## src/rtl/sar_pkg.sv

```systemverilog
package sar_pkg;
    typedef enum logic [1:0] {
        CLK_DIV_A = 2'd0,
        CLK_DIV_B = 2'd1,
        CLK_DIV_C = 2'd2,
        CLK_RC    = 2'd3
    } clksel_e;

    typedef struct packed {
        logic    en;
        logic    go;
        logic    ie;
        logic    done;
        logic    off;
        clksel_e sel;
    } ctl_t;
endpackage

```

## src/rtl/sar_clkgen.sv

```systemverilog
module sar_clkgen #(
    parameter int DIV_A  = 2,
    parameter int DIV_B  = 8,
    parameter int DIV_C  = 32,
    parameter int RC_DLY = 4
) (
    input  logic              clk,
    input  logic              rst_n,
    input  logic              restart,
    input  logic              run,
    input  sar_pkg::clksel_e  sel,
    input  logic              rc_tick,
    output logic              tick_o
);
    localparam int MAXV = (DIV_C > RC_DLY) ? DIV_C : RC_DLY + 1;
    localparam int CW   = $clog2(MAXV + 1);

    logic [CW-1:0] cnt_d, cnt_q;
    logic [CW-1:0] lim;

    always_comb begin
        unique case (sel)
            sar_pkg::CLK_DIV_A: lim = CW'(DIV_A - 1);
            sar_pkg::CLK_DIV_B: lim = CW'(DIV_B - 1);
            sar_pkg::CLK_DIV_C: lim = CW'(DIV_C - 1);
            default:            lim = CW'(RC_DLY);
        endcase
        cnt_d  = cnt_q;
        tick_o = 1'b0;
        if (restart) begin
            cnt_d = '0;
        end else if (run) begin
            if (sel == sar_pkg::CLK_RC) begin
                if (cnt_q < lim) cnt_d = cnt_q + 1'b1;
                else             tick_o = rc_tick;
            end else if (cnt_q == lim) begin
                tick_o = 1'b1;
                cnt_d  = '0;
            end else begin
                cnt_d = cnt_q + 1'b1;
            end
        end
    end

    always_ff @(posedge clk or negedge rst_n) begin
        if (!rst_n) cnt_q <= '0;
        else        cnt_q <= cnt_d;
    end
endmodule

```

## src/rtl/sar_trial.sv

```systemverilog
module sar_trial #(
    parameter int W = 8
) (
    input  logic         clk,
    input  logic         rst_n,
    input  logic         load,
    input  logic         run,
    input  logic         tick,
    input  logic         cmp_i,
    output logic [W-1:0] code_o,
    output logic [W-1:0] code_nx_o,
    output logic         last_o
);
    localparam int PW = $clog2(W + 1);

    typedef struct packed {
        logic [PW-1:0] ph;
        logic [W-1:0]  code;
    } st_t;

    st_t d, q;
    int  idx;

    always_comb begin
        d      = q;
        idx    = W - int'(q.ph);
        last_o = run && tick && (q.ph == PW'(W));
        if (load) begin
            d.ph   = '0;
            d.code = '0;
        end else if (run && tick) begin
            if (q.ph == '0) begin
                d.code[W-1] = 1'b1;
                d.ph        = PW'(1);
            end else begin
                d.code[idx] = cmp_i;
                if (idx > 0) d.code[idx-1] = 1'b1;
                d.ph = last_o ? '0 : q.ph + 1'b1;
            end
        end
        code_nx_o = d.code;
    end

    always_ff @(posedge clk or negedge rst_n) begin
        if (!rst_n) q <= '0;
        else        q <= d;
    end

    assign code_o = q.code;
endmodule

```

## src/rtl/sar_seq.sv

```systemverilog
module sar_seq #(
    parameter int W      = 8,
    parameter int DIV_A  = 2,
    parameter int DIV_B  = 8,
    parameter int DIV_C  = 32,
    parameter int RC_DLY = 4
) (
    input  logic         clk,
    input  logic         rst_n,
    input  logic         ctrl_we,
    input  logic         ctrl_en,
    input  logic         ctrl_go,
    input  logic [1:0]   ctrl_clksel,
    input  logic         ctrl_ie,
    input  logic         flag_clr,
    input  logic         periph_en,
    input  logic         sleep_i,
    input  logic         rc_tick,
    input  logic         cmp_i,
    output logic         en_o,
    output logic         go_o,
    output logic         done_o,
    output logic         wake_o,
    output logic         pwr_o,
    output logic [W-1:0] trial_o,
    output logic [W-1:0] result_o
);
    import sar_pkg::*;

    ctl_t         ctl_d, ctl_q;
    logic [W-1:0] res_q;
    logic [W-1:0] code_nx;
    logic         tick, last;
    logic         start, sw_abort, slp_abort, finish;

    sar_clkgen #(
        .DIV_A(DIV_A), .DIV_B(DIV_B), .DIV_C(DIV_C), .RC_DLY(RC_DLY)
    ) u_clk (
        .clk(clk), .rst_n(rst_n), .restart(start), .run(ctl_q.go),
        .sel(ctl_q.sel), .rc_tick(rc_tick), .tick_o(tick)
    );

    sar_trial #(.W(W)) u_trial (
        .clk(clk), .rst_n(rst_n), .load(start), .run(ctl_q.go),
        .tick(tick), .cmp_i(cmp_i), .code_o(trial_o),
        .code_nx_o(code_nx), .last_o(last)
    );

    always_comb begin
        ctl_d     = ctl_q;
        start     = ctrl_we && ctrl_go && ctrl_en && ctl_q.en && !ctl_q.go;
        sw_abort  = ctl_q.go && ctrl_we && (!ctrl_go || !ctrl_en);
        slp_abort = ctl_q.go && sleep_i && (ctl_q.sel != CLK_RC);
        finish    = ctl_q.go && last && !sw_abort && !slp_abort;

        if (ctrl_we) begin
            ctl_d.en  = ctrl_en;
            ctl_d.ie  = ctrl_ie;
            ctl_d.sel = clksel_e'(ctrl_clksel);
        end

        if (start)                               ctl_d.go = 1'b1;
        else if (finish || sw_abort || slp_abort) ctl_d.go = 1'b0;

        if (finish)        ctl_d.done = 1'b1;
        else if (flag_clr) ctl_d.done = 1'b0;

        if (start)
            ctl_d.off = 1'b0;
        else if (slp_abort || (finish && sleep_i && !(ctl_q.ie && periph_en)))
            ctl_d.off = 1'b1;
        else if (!sleep_i)
            ctl_d.off = 1'b0;
    end

    always_ff @(posedge clk or negedge rst_n) begin
        if (!rst_n) begin
            ctl_q.en   <= 1'b0;
            ctl_q.go   <= 1'b0;
            ctl_q.ie   <= 1'b0;
            ctl_q.done <= 1'b0;
            ctl_q.off  <= 1'b0;
            ctl_q.sel  <= CLK_DIV_A;
        end else begin
            ctl_q <= ctl_d;
        end
    end

    always_ff @(posedge clk) begin
        if (finish) res_q <= code_nx;
    end

    assign en_o     = ctl_q.en;
    assign go_o     = ctl_q.go;
    assign done_o   = ctl_q.done;
    assign wake_o   = ctl_q.done && ctl_q.ie && periph_en;
    assign pwr_o    = ctl_q.en && !ctl_q.off;
    assign result_o = res_q;
endmodule

```

## config.mk

```make
export PLATFORM = sky130hd
export DESIGN_NAME = sar_seq
export DESIGN_NICKNAME = d
export VERILOG_FILES = /design/src/rtl/sar_pkg.sv /design/src/rtl/sar_clkgen.sv /design/src/rtl/sar_trial.sv /design/src/rtl/sar_seq.sv
export SDC_FILE = /design/constraint.sdc
export NUM_CORES = 1
export LEC_CHECK = 0
export BUFFER_PORTS_ARGS = -buffer_cell sky130_fd_sc_hd__buf_2
export CAP_MARGIN = 30
export CELL_PAD_IN_SITES_DETAIL_PLACEMENT = 1
export CELL_PAD_IN_SITES_GLOBAL_PLACEMENT = 1
export CORE_MARGIN = 2
export CORE_UTILIZATION = 44
export DETAILED_ROUTE_END_ITERATION = 16
export PLACE_DENSITY_LB_ADDON = 0.1
export SLEW_MARGIN = 10
export SYNTH_ARGS = -nofsm -noshare
export SYNTH_HDL_FRONTEND = slang
export SYNTH_SLANG_ARGS = --single-unit
```

## constraint.sdc

```tcl
create_clock -name clk -period 4.9 [get_ports clk]
set_clock_uncertainty 0.15 [all_clocks]
set_input_delay 1.47 -clock clk [delete_from_list [all_inputs] [get_ports clk]]
set_output_delay 1.47 -clock clk [all_outputs]
set_load 0.02 [all_outputs]
```

Word level (Yosys, flattened, before mapping)
Index checks and enable logic that the tools add are counted.
Cells by class
  eq/ne operators: 8
  multiplexer cells: 29
  magnitude comparators: 6
  $add $sub $neg: 4
  bitwise operators: 1
  reduce and logical (&&, ||, !) cells: 39
Operator list (number)
  >= comparator 32 x 1 -> 1 bit (second input constant): 2
  less-than comparator 32 x 5 -> 1 bit (second input constant): 2
  > comparator 32 x 1 -> 1 bit (second input constant): 1
  subtractor 32 x 2 -> 32 bit (second input constant): 1
  2-to-1 mux 6 bit: 5
  2-to-1 mux 12 bit: 2
  logical AND 1 bit: 21
  one-hot mux 5 bit (3 select lines): 1
  2-to-1 mux 1 bit: 14
  bitwise mux 8 bit: 1
  2-to-1 mux 8 bit: 1
  OR 8 bit: 1
  nonzero test 2 bit: 4
  zero test 1 bit: 7
  2-to-1 mux 7 bit: 1
  adder 6 x 1 -> 6 bit (second input constant): 1
  demux 1 bit (select 3 bit): 2
  == test 6 x 5 -> 1 bit: 1
  less-than comparator 6 x 5 -> 1 bit: 1
  2-to-1 mux 5 bit: 1
  subtractor 4 x 4 -> 5 bit (first input constant): 1
  adder 4 x 1 -> 4 bit (second input constant): 1
  == test 2 bit (second input constant): 2
  == test 4 bit (second input constant): 1
  9 further kinds: 12
Word-level totals
  bits of input ports: 13
  word-level logic and storage cells: 97
  output and inout port bits: 21
  register bits after elaboration: 33

Logic depth before layout (Yosys ltp)
Gate-level depths: netlist (run 1).
  depth after elaboration: 17
  depth in mapped cells: 13
  gate-level depth less buffers: 11

Cells and area by module
A second synthesis (run 1) with hierarchy kept.
Unflattened totals
  cells, all modules: 238
  area total of the unflattened synthesis: 2254.7 µm²
By module, submodules not included
  sar_trial: cells an instance 136, area an instance 1127.3 µm², times used 1, seq. area each 300.3 µm²
  sar_seq: cells an instance 39, area an instance 586.8 µm², times used 1, seq. area each 415.4 µm²
  sar_clkgen: cells an instance 63, area an instance 540.5 µm², times used 1, seq. area each 150.1 µm²

Worst setup path after synthesis (run 1)
OpenSTA, ideal clock, no wires.
  path type: register to register
  from: register u_trial.q[8] (netlist name)
  to: register res_q[0] (netlist: result_o[0]), data pin
  buffers on the path: 2
  setup time: 135 ps
  data required time: 4615 ps
  arrival time: 3258 ps
  clock period less this slack: 3542 ps
  setup slack: 1358 ps
  stages on the path, launching flop included: 14
  cell sequence: dfrtp_1 > clkbuf_1 > inv_1 > ha_1 > buf_6 > nor3b_1 > a21o_1 > nand2_1 > ha_1 > nor4b_2 > nand4_1 > or4_1 > a211oi_1 > o21a_1
Between the ends
  longest elaborated chain between the ends: 11
  elaborated cells between the ends (all ways): 20
  those cells by class: add/sub: 2; order compare: 5; mux: 9; bitwise: 1; reduce/logical: 3
RTL lines
  from (decl): line sar_trial.sv:21  | st_t d, q;
  from (signal assigned): line sar_trial.sv:45  | if (!rst_n) q <= '0;
  from (signal assigned): line sar_trial.sv:46  | else q <= d;
  subtractor 4 x 4 -> 5 bit: line sar_trial.sv:26  | idx = W - int'(q.ph);
  subtractor 32 x 2 -> 32 bit (tied with other cells): line sar_trial.sv:37  | if (idx > 0) d.code[idx-1] = 1'b1;
  >= comparator 32 x 1 -> 1 bit (implied by the code) (tied with other cells): line sar_trial.sv:37
  logical AND 1 bit (implied by the code) / 2-to-1 mux 1 bit (equally long branches): line sar_trial.sv:37, sar_trial.sv:36
  2-to-1 mux 1 bit (implied by the code) / demux 1 bit (select 3 bit) (equally long branches)
  demux 1 bit (select 3 bit) / bitwise mux 8 bit (equally long branches)
  OR 8 bit (no line)
  2-to-1 mux 8 bit: line sar_trial.sv:37
  2-to-1 mux 7 bit *: line sar_trial.sv:32  | if (q.ph == '0) begin
  2-to-1 mux 12 bit *: line sar_trial.sv:31  | end else if (run && tick) begin
  2-to-1 mux 12 bit *: line sar_trial.sv:28  | if (load) begin
  net code_nx[0]: line sar_seq.sv:32  | logic [W-1:0] code_nx;
  to (signal assigned): line sar_seq.sv:90  | if (finish) res_q <= code_nx;
  to (decl): line sar_seq.sv:31  | logic [W-1:0] res_q;
Mark *: on every way through the listed nets, which the timed path passes. The rest lies on a longest branch. The select of a mux whose other input is x is not followed.
A chain may end at the register's enable or synchronous reset.

Worst setup path in the final report (run 1)
Ends and elaborated chain as after synthesis.

==> results.json, run 1 <==
{
  "run_status": "completed",
  "tritoncts": "yes",
  "cpPeakStageDelay_ns": 0.56,
  "starting_density_pct": 46.5,
  "cts_max_path_buffers": 2,
  "dpl.cell_count": 316,
  "fin_nets": 286,
  "ys_flop_type": "sky130_fd_sc_hd__dfrtp_1",
  "cts_resized": 0,
  "drive_gt1_share_pct": 20.2,
  "grt_max_degree": 26,
  "path_delay_family": "simple AND/OR/NAND/NOR gates",
  "total_routing_usage_gr_pct": 20.8,
  "static-leakage-power_nw": 1.09,
  "cp_max_fo": 12,
  "num_io_pins": 34,
  "detailedPlacementHpwl_mm": 4.14,
  "cp.required_ns": 4.89,
  "cts_inserted_buffers": 5,
  "synth.lib_cells_used.distinct": 53,
  "slew_violations": 0,
  "synth_edf_count": 8,
  "die-height_um": 75.4,
  "area_growth_pct": 10.2,
  "max_slew_margin_pct": 60.2,
  "yosys_reg_bits": 33,
  "synth_top_cells_by_count": "sky130_fd_sc_hd__dfrtp_1 (25), sky130_fd_sc_hd__nand2_1 (19), sky130_fd_sc_hd__ha_1 (17)",
  "netlist_instances": 235,
  "synth_seq_area_share_pct": 38.6,
  "grtUsageMet2_pct": 31.8,
  "clk_root_buffer_cell": "sky130_fd_sc_hd__clkbuf_8",
  "timing_hold_violations_final": 0,
  "max_freq_mhz": 231,
  "synth_area_leaders": "sky130_fd_sc_hd__dfrtp_1 (28%), sky130_fd_sc_hd__edfxtp_1 (11%), sky130_fd_sc_hd__ha_1 (9.5%)",
  "gr-usage-met3_pct": 3.31,
  "detailed_place.area_sq_um": 2380,
  "grt-busiest-layer": "met2",
  "vias_per_cell": 5.74,
  "horiz_die_dim_um": 75.4,
  "finalCriticalPeriod_ns": 4.32,
  "nFillCells": 592,
  "die_ar_sq_um": 5680,
  "route.vias.total": 1860,
  "area_of_the_multi_input_gates_sq_um": 1210,
  "yosys.area.top_type": "sky130_fd_sc_hd__dfrtp_1",
  "first_global_vias": 1808,
  "cp_cell_sequence": "inv_1 -> ha_1 -> nor2b_1 -> a21o_1 -> nand2_1 -> ha_1 -> nor4bb_1 -> nand4_1 -> or4_1 -> a211oi_1 -> o21a_1",
  "clock-sinks": 33,
  "drt_first_pass_iters": 4,
  "synthesis.nets": 265,
  "path_class": "flip-flop to flip-flop",
  "finish.cell_count_without_fillers": 324,
  "num_antenna_cells": 0,
  "cts.clk_slew.worst_paths_ns": 0.07,
  "cpMaxStageDelayCell": "sky130_fd_sc_hd__ha_1",
  "critPathBufInv": 1,
  "synth_most_common_cell": "sky130_fd_sc_hd__dfrtp_1",
  "synth_async_sr_flop_share_pct": 75.8,
  "first_iter_violations": 94,
  "post-route-cell-area_sq_um": 2470,
  "worst_slew_pin_slew_ns": 0.597,
  "gpl.final_weighted_congestion": 0.844,
  "post_drt_wl_per_cell_um": 16.6,
  "postCtsSetupBuffers": 0,
  "detail_route.wirelength_mm": 5.38,
  "layout_worst_path_cycle_share_pct": 88.2,
  "cts_htree_levels": 2,
  "syn_area_per_cell_sq_um": 9.54,
  "worst_ir_drop_on_vdd_uv": 166,
  "critical_path.most_common_cell": "sky130_fd_sc_hd__ha_1",
  "postLayoutSetupSlackWorst_ns": 0.577,
  "pre_cts_ws_ns": 0.652,
  "timing.final.setup_violations": 0,
  "worst_hold_path_type": "flip-flop to flip-flop",
  "sequential_cell_area_sq_um": 866,
  "mappedNetlistArea_sq_um": 2240,
  "ant_nets": 0,
  "rsz0062_at_grt": "no",
  "grt_pass1_wl_mm": 9.02,
  "antenna_found_initial": 0,
  "detail_route.drc_violations": 0,
  "drv_cap": 0,
  "cellPowerDensity_nw_per_um2": 331,
  "kind_of_start_point_of_the_critical_path": "flip-flop",
  "insertion_delay_of_the_later_clocked_pin_in_the_worst_skew_pair_ns": 0.28,
  "holdBufCountCts": 0,
  "global_route_met1_utilization_pct": 30.7,
  "numPortBuffers": 33,
  "totalNegativeSetupSlack_ns": 0,
  "synth_largest_type_area_fraction_pct": 27.9,
  "category_of_the_worst_setup_path_capture_point": "flip-flop",
  "synthesis.yosys.warnings": 0,
  "grt_remaining_overflow": 0,
  "core-area_sq_um": 4820,
  "rows": 25,
  "timing.critical_path.arrival_ns": 4.32
}
flip-flops by register name, indices dropped and copies added (netlist names):
register / count
go_o: 1
u_clk.cnt_q: 6
done_o: 1
u_trial.q: 4
ctl_q: 4
u_trial.code_o: 8
result_o: 8
en_o: 1
worst reg2reg max path: stages (launching register included):
cell,delay (ns)
sky130_fd_sc_hd__dfrtp_1,0.51
sky130_fd_sc_hd__inv_1,0.17
sky130_fd_sc_hd__ha_1,0.56
sky130_fd_sc_hd__nor2b_1,0.55
sky130_fd_sc_hd__a21o_1,0.25
sky130_fd_sc_hd__nand2_1,0.07
sky130_fd_sc_hd__ha_1,0.27
sky130_fd_sc_hd__nor4bb_1,0.37
sky130_fd_sc_hd__nand4_1,0.28
sky130_fd_sc_hd__or4_1,0.56
sky130_fd_sc_hd__a211oi_1,0.29
sky130_fd_sc_hd__o21a_1,0.16
layout by cell type, fill, tap and decap left out, drive strengths merged, types with 3 or more instances in the layout:
cell type  Yosys  routed
xor2           3       3
nor2b          6       6
a32o           4       4
mux2i          3       3
clkbuf        10       5
a21oi          8       8
nor2          16      16
nand2         19      19
edfxtp         8       8
a221oi         3       3
buf           10      34
inv           14      14
nand3          8       8
o21ai         11      11
a21o           4       4
a31oi          3       3
ha            17      17
a211oi         5       5
o211ai         4       4
nand2b         3       3
xnor2          3       3
nand4          4       4
and3           6       6
dfrtp         25      25
nor3           5       5
nor4           5       5
per-layer routing:
layer,vias up,share of wire [%]
met4,0,0.41
met5,-,0
met1,906,49
met3,2,5.1
li1,904,-
met2,48,45
through the flow:
stage | total power [W] | hold WS (ns) | utilization [%]
global route | 0.000879 | 0.402 | 51.3
CTS | 0.000823 | 0.384 | 51.3
global placement | 0.000612 | 0.347 | 49.5
finish | 0.000818 | 0.387 | 51.3
floorplan | 0.000557 | 0.333 | -
detailed placement | 0.000623 | 0.364 | 49.5
cells by family after synthesis:
family / share of synthesized area (%)
buffers and inverters: 7.42
AND/OR/NAND/NOR: 19.0
AO/OA/AOI/OAI: 19.6
multiplexers: 2.34
XOR/XNOR: 3.52
flip-flops: 38.6
adder cells (fa/ha/maj): 9.49
final cells by class:
cell class                 instances  area share, %
multi-input combinational        168           49.0
sequential                        33           35.0
timing repair buffer              34           6.99
tap                               67           3.39
clock buffer                       5           2.78
inverter                          14           2.13
clock inverter                     3          0.709
path summary, 6_finish.rpt:
| check | from | endpoint | slack (ns) | cells past startpoint |
|---|---|---|---|---|
| hold / removal | u_trial.code_o[0] | u_trial.code_o[0] | 0.39 | 1 |
| hold reg to reg | u_trial.code_o[0] | u_trial.code_o[0] | 0.39 | 1 |
| min in group asynchronous | rst_n | done_o | 1.03 | 1 |
| setup / recovery | u_trial.q[8] | result_o[0] | 0.58 | 11 |
| setup reg to reg | u_trial.q[8] | result_o[0] | 0.58 | 11 |
| max in group asynchronous | rst_n | u_trial.code_o[2] | 3.18 | 1 |
power by group:
part	total (W)	internal (W)	switching [W]
registers	0.000333	0.000305	0.0000282
logic	0.000284	0.000109	0.000175
clock network	0.000202	0.0000980	0.000104
Note: power is estimated with default switching activity, not from simulation.
==> run 2, diff against run 1 <==
--- a/config.mk
+++ b/config.mk
@@ -9,11 +9,12 @@
 export CAP_MARGIN = 30
 export CELL_PAD_IN_SITES_DETAIL_PLACEMENT = 1
 export CELL_PAD_IN_SITES_GLOBAL_PLACEMENT = 1
-export CORE_MARGIN = 2
+export CORE_MARGIN = 4
 export CORE_UTILIZATION = 44
 export DETAILED_ROUTE_END_ITERATION = 16
 export PLACE_DENSITY_LB_ADDON = 0.1
 export SLEW_MARGIN = 10
 export SYNTH_ARGS = -nofsm -noshare
 export SYNTH_HDL_FRONTEND = slang
+export SYNTH_HIERARCHICAL = 1
 export SYNTH_SLANG_ARGS = --single-unit
==> results.json, run 2 <==
{
  "run_status": "completed",
  "cts_inserted_buffers": 5,
  "max_slew_margin_pct": 55.6,
  "syn_area_per_cell_sq_um": 9.47,
  "tritoncts": "yes",
  "num_io_pins": 34,
  "kind_of_start_point_of_the_critical_path": "flip-flop",
  "category_of_the_worst_setup_path_capture_point": "flip-flop",
  "max_freq_mhz": 273,
  "drv_cap": 0,
  "post_drt_wl_per_cell_um": 16.5,
  "vias_per_cell": 5.50,
  "cts_max_path_buffers": 2,
  "core-area_sq_um": 4850,
  "cts.clk_slew.worst_paths_ns": 0.07,
  "ys_flop_type": "sky130_fd_sc_hd__dfrtp_1",
  "clk_root_buffer_cell": "sky130_fd_sc_hd__clkbuf_8",
  "synth_area_leaders": "sky130_fd_sc_hd__dfrtp_1 (28%), sky130_fd_sc_hd__edfxtp_1 (11%), sky130_fd_sc_hd__ha_1 (6.7%)",
  "rsz0062_at_grt": "no",
  "first_global_vias": 1743,
  "static-leakage-power_nw": 1.06,
  "horiz_die_dim_um": 79.6,
  "layout_common_cells": "sky130_fd_sc_hd__buf_2 (33), sky130_fd_sc_hd__dfrtp_1 (25), sky130_fd_sc_hd__nand2_1 (21)",
  "netlist_instances": 238,
  "postCtsSetupBuffers": 0,
  "grt_remaining_overflow": 0,
  "path_class": "flip-flop to flip-flop",
  "grt-busiest-layer": "met1",
  "timing_hold_violations_final": 0,
  "synth_edf_count": 8,
  "die_ar_sq_um": 6330,
  "synth_most_common_cell": "sky130_fd_sc_hd__dfrtp_1",
  "drive_gt1_share_pct": 25.6,
  "route.vias.total": 1764,
  "timing.critical_path.arrival_ns": 3.71,
  "detail_route.drc_violations": 0,
  "detail_route.wirelength_mm": 5.29,
  "totalNegativeSetupSlack_ns": 0,
  "starting_density_pct": 46.5,
  "synthesis.yosys.warnings": 6,
  "layout_commonest_cell": "sky130_fd_sc_hd__buf_2",
  "mappedNetlistArea_sq_um": 2250,
  "synthesis.nets": 263,
  "slew_violations": 0,
  "cellPowerDensity_nw_per_um2": 292,
  "num_antenna_cells": 0,
  "numPortBuffers": 33,
  "fin_nets": 278,
  "synth_largest_type_area_fraction_pct": 27.7,
  "finalCriticalPeriod_ns": 3.66,
  "worst_ir_drop_on_vdd_uv": 159,
  "pre_cts_ws_ns": 1.23,
  "first_iter_violations": 132,
  "clock-sinks": 33,
  "cts_htree_levels": 2,
  "yosys_reg_bits": 33,
  "yosys.area.top_type": "sky130_fd_sc_hd__dfrtp_1",
  "synth_async_sr_flop_share_pct": 75.8,
  "cp_max_fo": 9,
  "cts_resized": 0,
  "reg2reg_setup_slack_ns": 1.24,
  "worst_hold_path_type": "flip-flop to flip-flop",
  "final_util_pct": 50.2,
  "antenna_found_initial": 0,
  "grt_max_degree": 26,
  "gpl.final_weighted_congestion": 0.752,
  "detailedPlacementHpwl_mm": 3.90,
  "synth.lib_cells_used.distinct": 59,
  "grtUsageMet2_pct": 25.4,
  "global_route_met1_utilization_pct": 27.9,
  "die-height_um": 79.6,
  "synth_top_cells_by_count": "sky130_fd_sc_hd__dfrtp_1 (25), sky130_fd_sc_hd__nand2_1 (21), sky130_fd_sc_hd__inv_1 (19)",
  "drt_first_pass_iters": 4,
  "worst_slew_pin_slew_ns": 0.661,
  "synth_seq_area_share_pct": 38.4,
  "area_growth_pct": 7.99,
  "worst-r2r-cell-count": 14,
  "rows": 25,
  "cp.required_ns": 4.96,
  "gr-usage-met3_pct": 3.95,
  "timing.hold.worst_path_depth": 1,
  "postLayoutSetupSlackWorst_ns": 1.24,
  "ant_nets": 0,
  "layout_worst_path_cycle_share_pct": 74.6,
  "timing.final.setup_violations": 0,
  "holdBufCountCts": 0,
  "grt_pass1_wl_mm": 9.05,
  "insertion_delay_of_the_later_clocked_pin_in_the_worst_skew_pair_ns": 0.29,
  "total_routing_usage_gr_pct": 18.2
}
[run 2: final timing paths]
check | from | end
max | ctl_q[0] | ctl_q[2]
min | done_o | done_o
max reg2reg | ctl_q[0] | ctl_q[2]
min reg2reg | done_o | done_o
max in group asynchronous | rst_n | u_trial/code_o[2]
min in group asynchronous | rst_n | u_clk/cnt_q[4]
[run 2: layout make-up]
type,count,area (sq um)
fillers,567,2410
clock inverters,3,41.3
repair buffers,34,173
well taps,67,83.8
inverters,20,75.1
clock buffers,5,68.8
flip-flops and latches,33,866
multi-input cells,159,1130
[run 2: cell families (layout without fill, tap and decap cells)]
logic type               after synthesis  in the layout  synth area share, %
buffers and inverters                 46             62                 11.8
AND/OR/NAND/NOR                       77             77                 18.5
adder cells (fa/ha/maj)               12             12                 6.66
AO/OA/AOI/OAI                         61             61                 20.3
multiplexers                           6              6                 2.89
flip-flops                            33             33                 38.4
XOR/XNOR                               3              3                 1.50
[run 2: power by group]
| group | leakage (nW) | internal, W | switching [W] | total (W) |
|---|---|---|---|---|
| sequential | 0.397 | 0.000300 | 0.0000268 | 0.000327 |
| combinational | 0.617 | 0.0000568 | 0.0000749 | 0.000132 |
| clock | 0.0518 | 0.000150 | 0.000103 | 0.000252 |
| total | 1.06 | 0.000506 | 0.000204 | 0.000711 |
[run 2: per-layer routing]
| metal | vias to the layer above | wire [um] |
|---|---|---|
| li1 | 870 | - |
| met1 | 856 | 2740 |
| met2 | 32 | 2290 |
| met3 | 6 | 207 |
| met4 | 0 | 54 |
| met5 | - | 0 |
[run 2: metrics by stage]
| step | instances | cell area [sq um] | total power (W) | hold WS, ns |
|---|---|---|---|---|
| after global routing | 321 | 2430 | 0.000763 | 0.396 |
| after global placement | 313 | 2320 | 0.000460 | 0.358 |
| after CTS | 321 | 2430 | 0.000720 | 0.380 |
| final | 321 | 2430 | 0.000711 | 0.381 |
| after detailed placement | 313 | 2320 | 0.000462 | 0.364 |
| after floorplan | 238 | 2250 | 0.000421 | 0.311 |
[run 2: worst max-delay path, cell delays in order, from the launching register on]
cell                       delay, ns
sky130_fd_sc_hd__dfrtp_1        0.42
sky130_fd_sc_hd__inv_1          0.10
sky130_fd_sc_hd__ha_1           0.14
sky130_fd_sc_hd__inv_1          0.05
sky130_fd_sc_hd__ha_1           0.30
sky130_fd_sc_hd__nand4b_1       0.14
sky130_fd_sc_hd__o21bai_2       0.22
sky130_fd_sc_hd__a31oi_2        0.33
sky130_fd_sc_hd__a21oi_1        0.13
sky130_fd_sc_hd__nor3_1         0.20
sky130_fd_sc_hd__nand2_1        0.16
sky130_fd_sc_hd__nor3_1         0.45
sky130_fd_sc_hd__a21bo_1        0.26
sky130_fd_sc_hd__a2111o_1       0.35
sky130_fd_sc_hd__a211oi_2       0.17
==> run 3, diff against run 2 <==
==> constraint.sdc (replaced) <==
create_clock -name clk -period 3.52 [get_ports clk]
set_clock_uncertainty 0.15 [all_clocks]
set_input_delay 1.056 -clock clk [delete_from_list [all_inputs] [get_ports clk]]
set_output_delay 1.056 -clock clk [all_outputs]
set_load 0.02 [all_outputs]
==> results.json, run 3 (synthesis gave the netlist of run 2 again) <==
{
  "fin_nets": 282,
  "grt_remaining_overflow": 0,
  "worst_hold_path_type": "flip-flop to flip-flop",
  "drv_cap": 0,
  "detailedPlacementHpwl_mm": 3.98,
  "timing.rr.start": "ctl_q[0]",
  "clk_root_buffer_cell": "sky130_fd_sc_hd__clkbuf_8",
  "grt-busiest-layer": "met2",
  "slew_violations": 0,
  "grt_max_degree": 26,
  "ant_nets": 0,
  "cp_endpoint": "ctl_q[2]",
  "layout_worst_path_cycle_share_pct": 91.9,
  "pre_cts_ws_ns": 0.0785,
  "detailed_place.area_sq_um": 2350,
  "worst_ir_drop_on_vdd_uv": 275,
  "global_route_met1_utilization_pct": 23.3,
  "die-height_um": 79.6,
  "holdBufCountCts": 0,
  "route.vias.total": 1823,
  "totalNegativeSetupSlack_ns": 0,
  "postLayoutSetupSlackWorst_ns": 0.287,
  "post_drt_wl_per_cell_um": 16.6,
  "drt_first_pass_iters": 4,
  "path_class": "flip-flop to flip-flop",
  "postCtsSetupBuffers": 0,
  "post-route-cell-area_sq_um": 2450,
  "cpPeakStageDelay_ns": 0.42,
  "reg2reg_setup_slack_ns": 0.29,
  "first_global_vias": 1881,
  "cp_max_fo": 5,
  "grt_pass1_wl_mm": 9.23,
  "cts_max_path_buffers": 2,
  "insertion_delay_of_the_later_clocked_pin_in_the_worst_skew_pair_ns": 0.28,
  "vias_per_cell": 5.61,
  "path_delay_family": "compound AO/OA/AOI/OAI gates",
  "finalCriticalPeriod_ns": 3.23,
  "cts_inserted_buffers": 5,
  "die_ar_sq_um": 6330,
  "cp_num_cells": 14,
  "num_io_pins": 34,
  "critPathLaunch": "ctl_q[0]",
  "layout_commonest_cell": "sky130_fd_sc_hd__buf_2",
  "max_freq_mhz": 309,
  "layout_common_cells": "sky130_fd_sc_hd__buf_2 (33), sky130_fd_sc_hd__dfrtp_1 (25), sky130_fd_sc_hd__nand2_1 (20)",
  "cellPowerDensity_nw_per_um2": 376,
  "worst_hold_slack_ns": 0.365,
  "first_iter_violations": 83,
  "drive_gt1_share_pct": 27.5,
  "timing.final.setup_violations": 0,
  "detail_route.wirelength_mm": 5.39,
  "num_antenna_cells": 0,
  "antenna_found_initial": 0,
  "max_slew_margin_pct": 60.4,
  "area_growth_pct": 8.71,
  "cp.required_ns": 3.58,
  "gr-usage-met3_pct": 3.95,
  "numPortBuffers": 33,
  "grtUsageMet2_pct": 32.3,
  "core-area_sq_um": 4850,
  "clock-sinks": 33,
  "cp_cell_sequence": "inv_1 -> ha_1 -> inv_1 -> ha_1 -> nand4b_1 -> o21bai_2 -> a31oi_2 -> a21oi_1 -> nor3_1 -> nand2_2 -> nor3_4 -> a21bo_1 -> a2111o_1 -> a211oi_2",
  "rsz0062_at_grt": "no",
  "cts_htree_levels": 2,
  "total_routing_usage_gr_pct": 18.7,
  "worst_slew_pin_slew_ns": 0.593,
  "detail_route.drc_violations": 0,
  "horiz_die_dim_um": 79.6,
  "timing_hold_violations_final": 0,
  "gpl.final_weighted_congestion": 0.809,
  "critPathBufInv": 2,
  "cts.clk_slew.worst_paths_ns": 0.07,
  "starting_density_pct": 46.5,
  "tritoncts": "yes",
  "category_of_the_worst_setup_path_capture_point": "flip-flop",
  "r2r-end": "ctl_q[2]",
  "kind_of_start_point_of_the_critical_path": "flip-flop",
  "rows": 25,
  "worst-r2r-cell-count": 14,
  "static-leakage-power_nw": 1.08,
  "timing.critical_path.arrival_ns": 3.29,
  "cpMaxStageDelayCell": "sky130_fd_sc_hd__dfrtp_1",
  "run_status": "completed"
}
-- run 3: how the worst min path moves through the flow --
stage | start | to | slack (ns) | depth (start not counted)
after floorplan | u_clk/cnt_q[5] | u_clk/cnt_q[5] | 0.31 | 1
after global placement | u_clk/cnt_q[0] | u_clk/cnt_q[0] | 0.35 | 1
after detailed placement | u_clk/cnt_q[0] | u_clk/cnt_q[0] | 0.35 | 1
after CTS | u_clk/cnt_q[0] | u_clk/cnt_q[0] | 0.37 | 1
after global routing | u_clk/cnt_q[0] | u_clk/cnt_q[0] | 0.40 | 1
final | u_clk/cnt_q[0] | u_clk/cnt_q[0] | 0.36 | 1
-- run 3: where the power goes --
group / leakage (nW) / switching [W] / internal, W
Sequential: 0.397 / 0.0000343 / 0.000418
Clock: 0.0450 / 0.000146 / 0.000137
Combinational: 0.643 / 0.000105 / 0.0000820
-- run 3: layout make-up --
class	count	area (sq um)
clock buffers	6	72.6
clock inverters	2	10.0
fillers	576	2400
inverters	20	75.1
multi-input cells	159	1140
flip-flops and latches	33	866
well taps	67	83.8
repair buffers	38	203
-- run 3: routing by layer --
metal | up-vias | part of all wire (%)
met3 | 4 | 3.8
met4 | 0 | 0.67
met5 | - | 0
li1 | 874 | -
met1 | 915 | 44
met2 | 30 | 51
-- run 3: per-stage QoR --
stage	power, W	utilization (%)	std cells
2_1_floorplan	0.000586	-	238
3_3_place_gp	0.000641	48.6	317
3_5_place_dp	0.000648	48.6	317
4_1_cts	0.000935	50.3	325
5_1_grt	0.000990	50.6	325
6_report	0.000922	50.6	325
-- run 3: repair_timing --
item,4_1_cts,5_1_grt
hold endpoints to repair,0,0
endpoints found under the setup margin,0,9
gates resized for setup,0,3
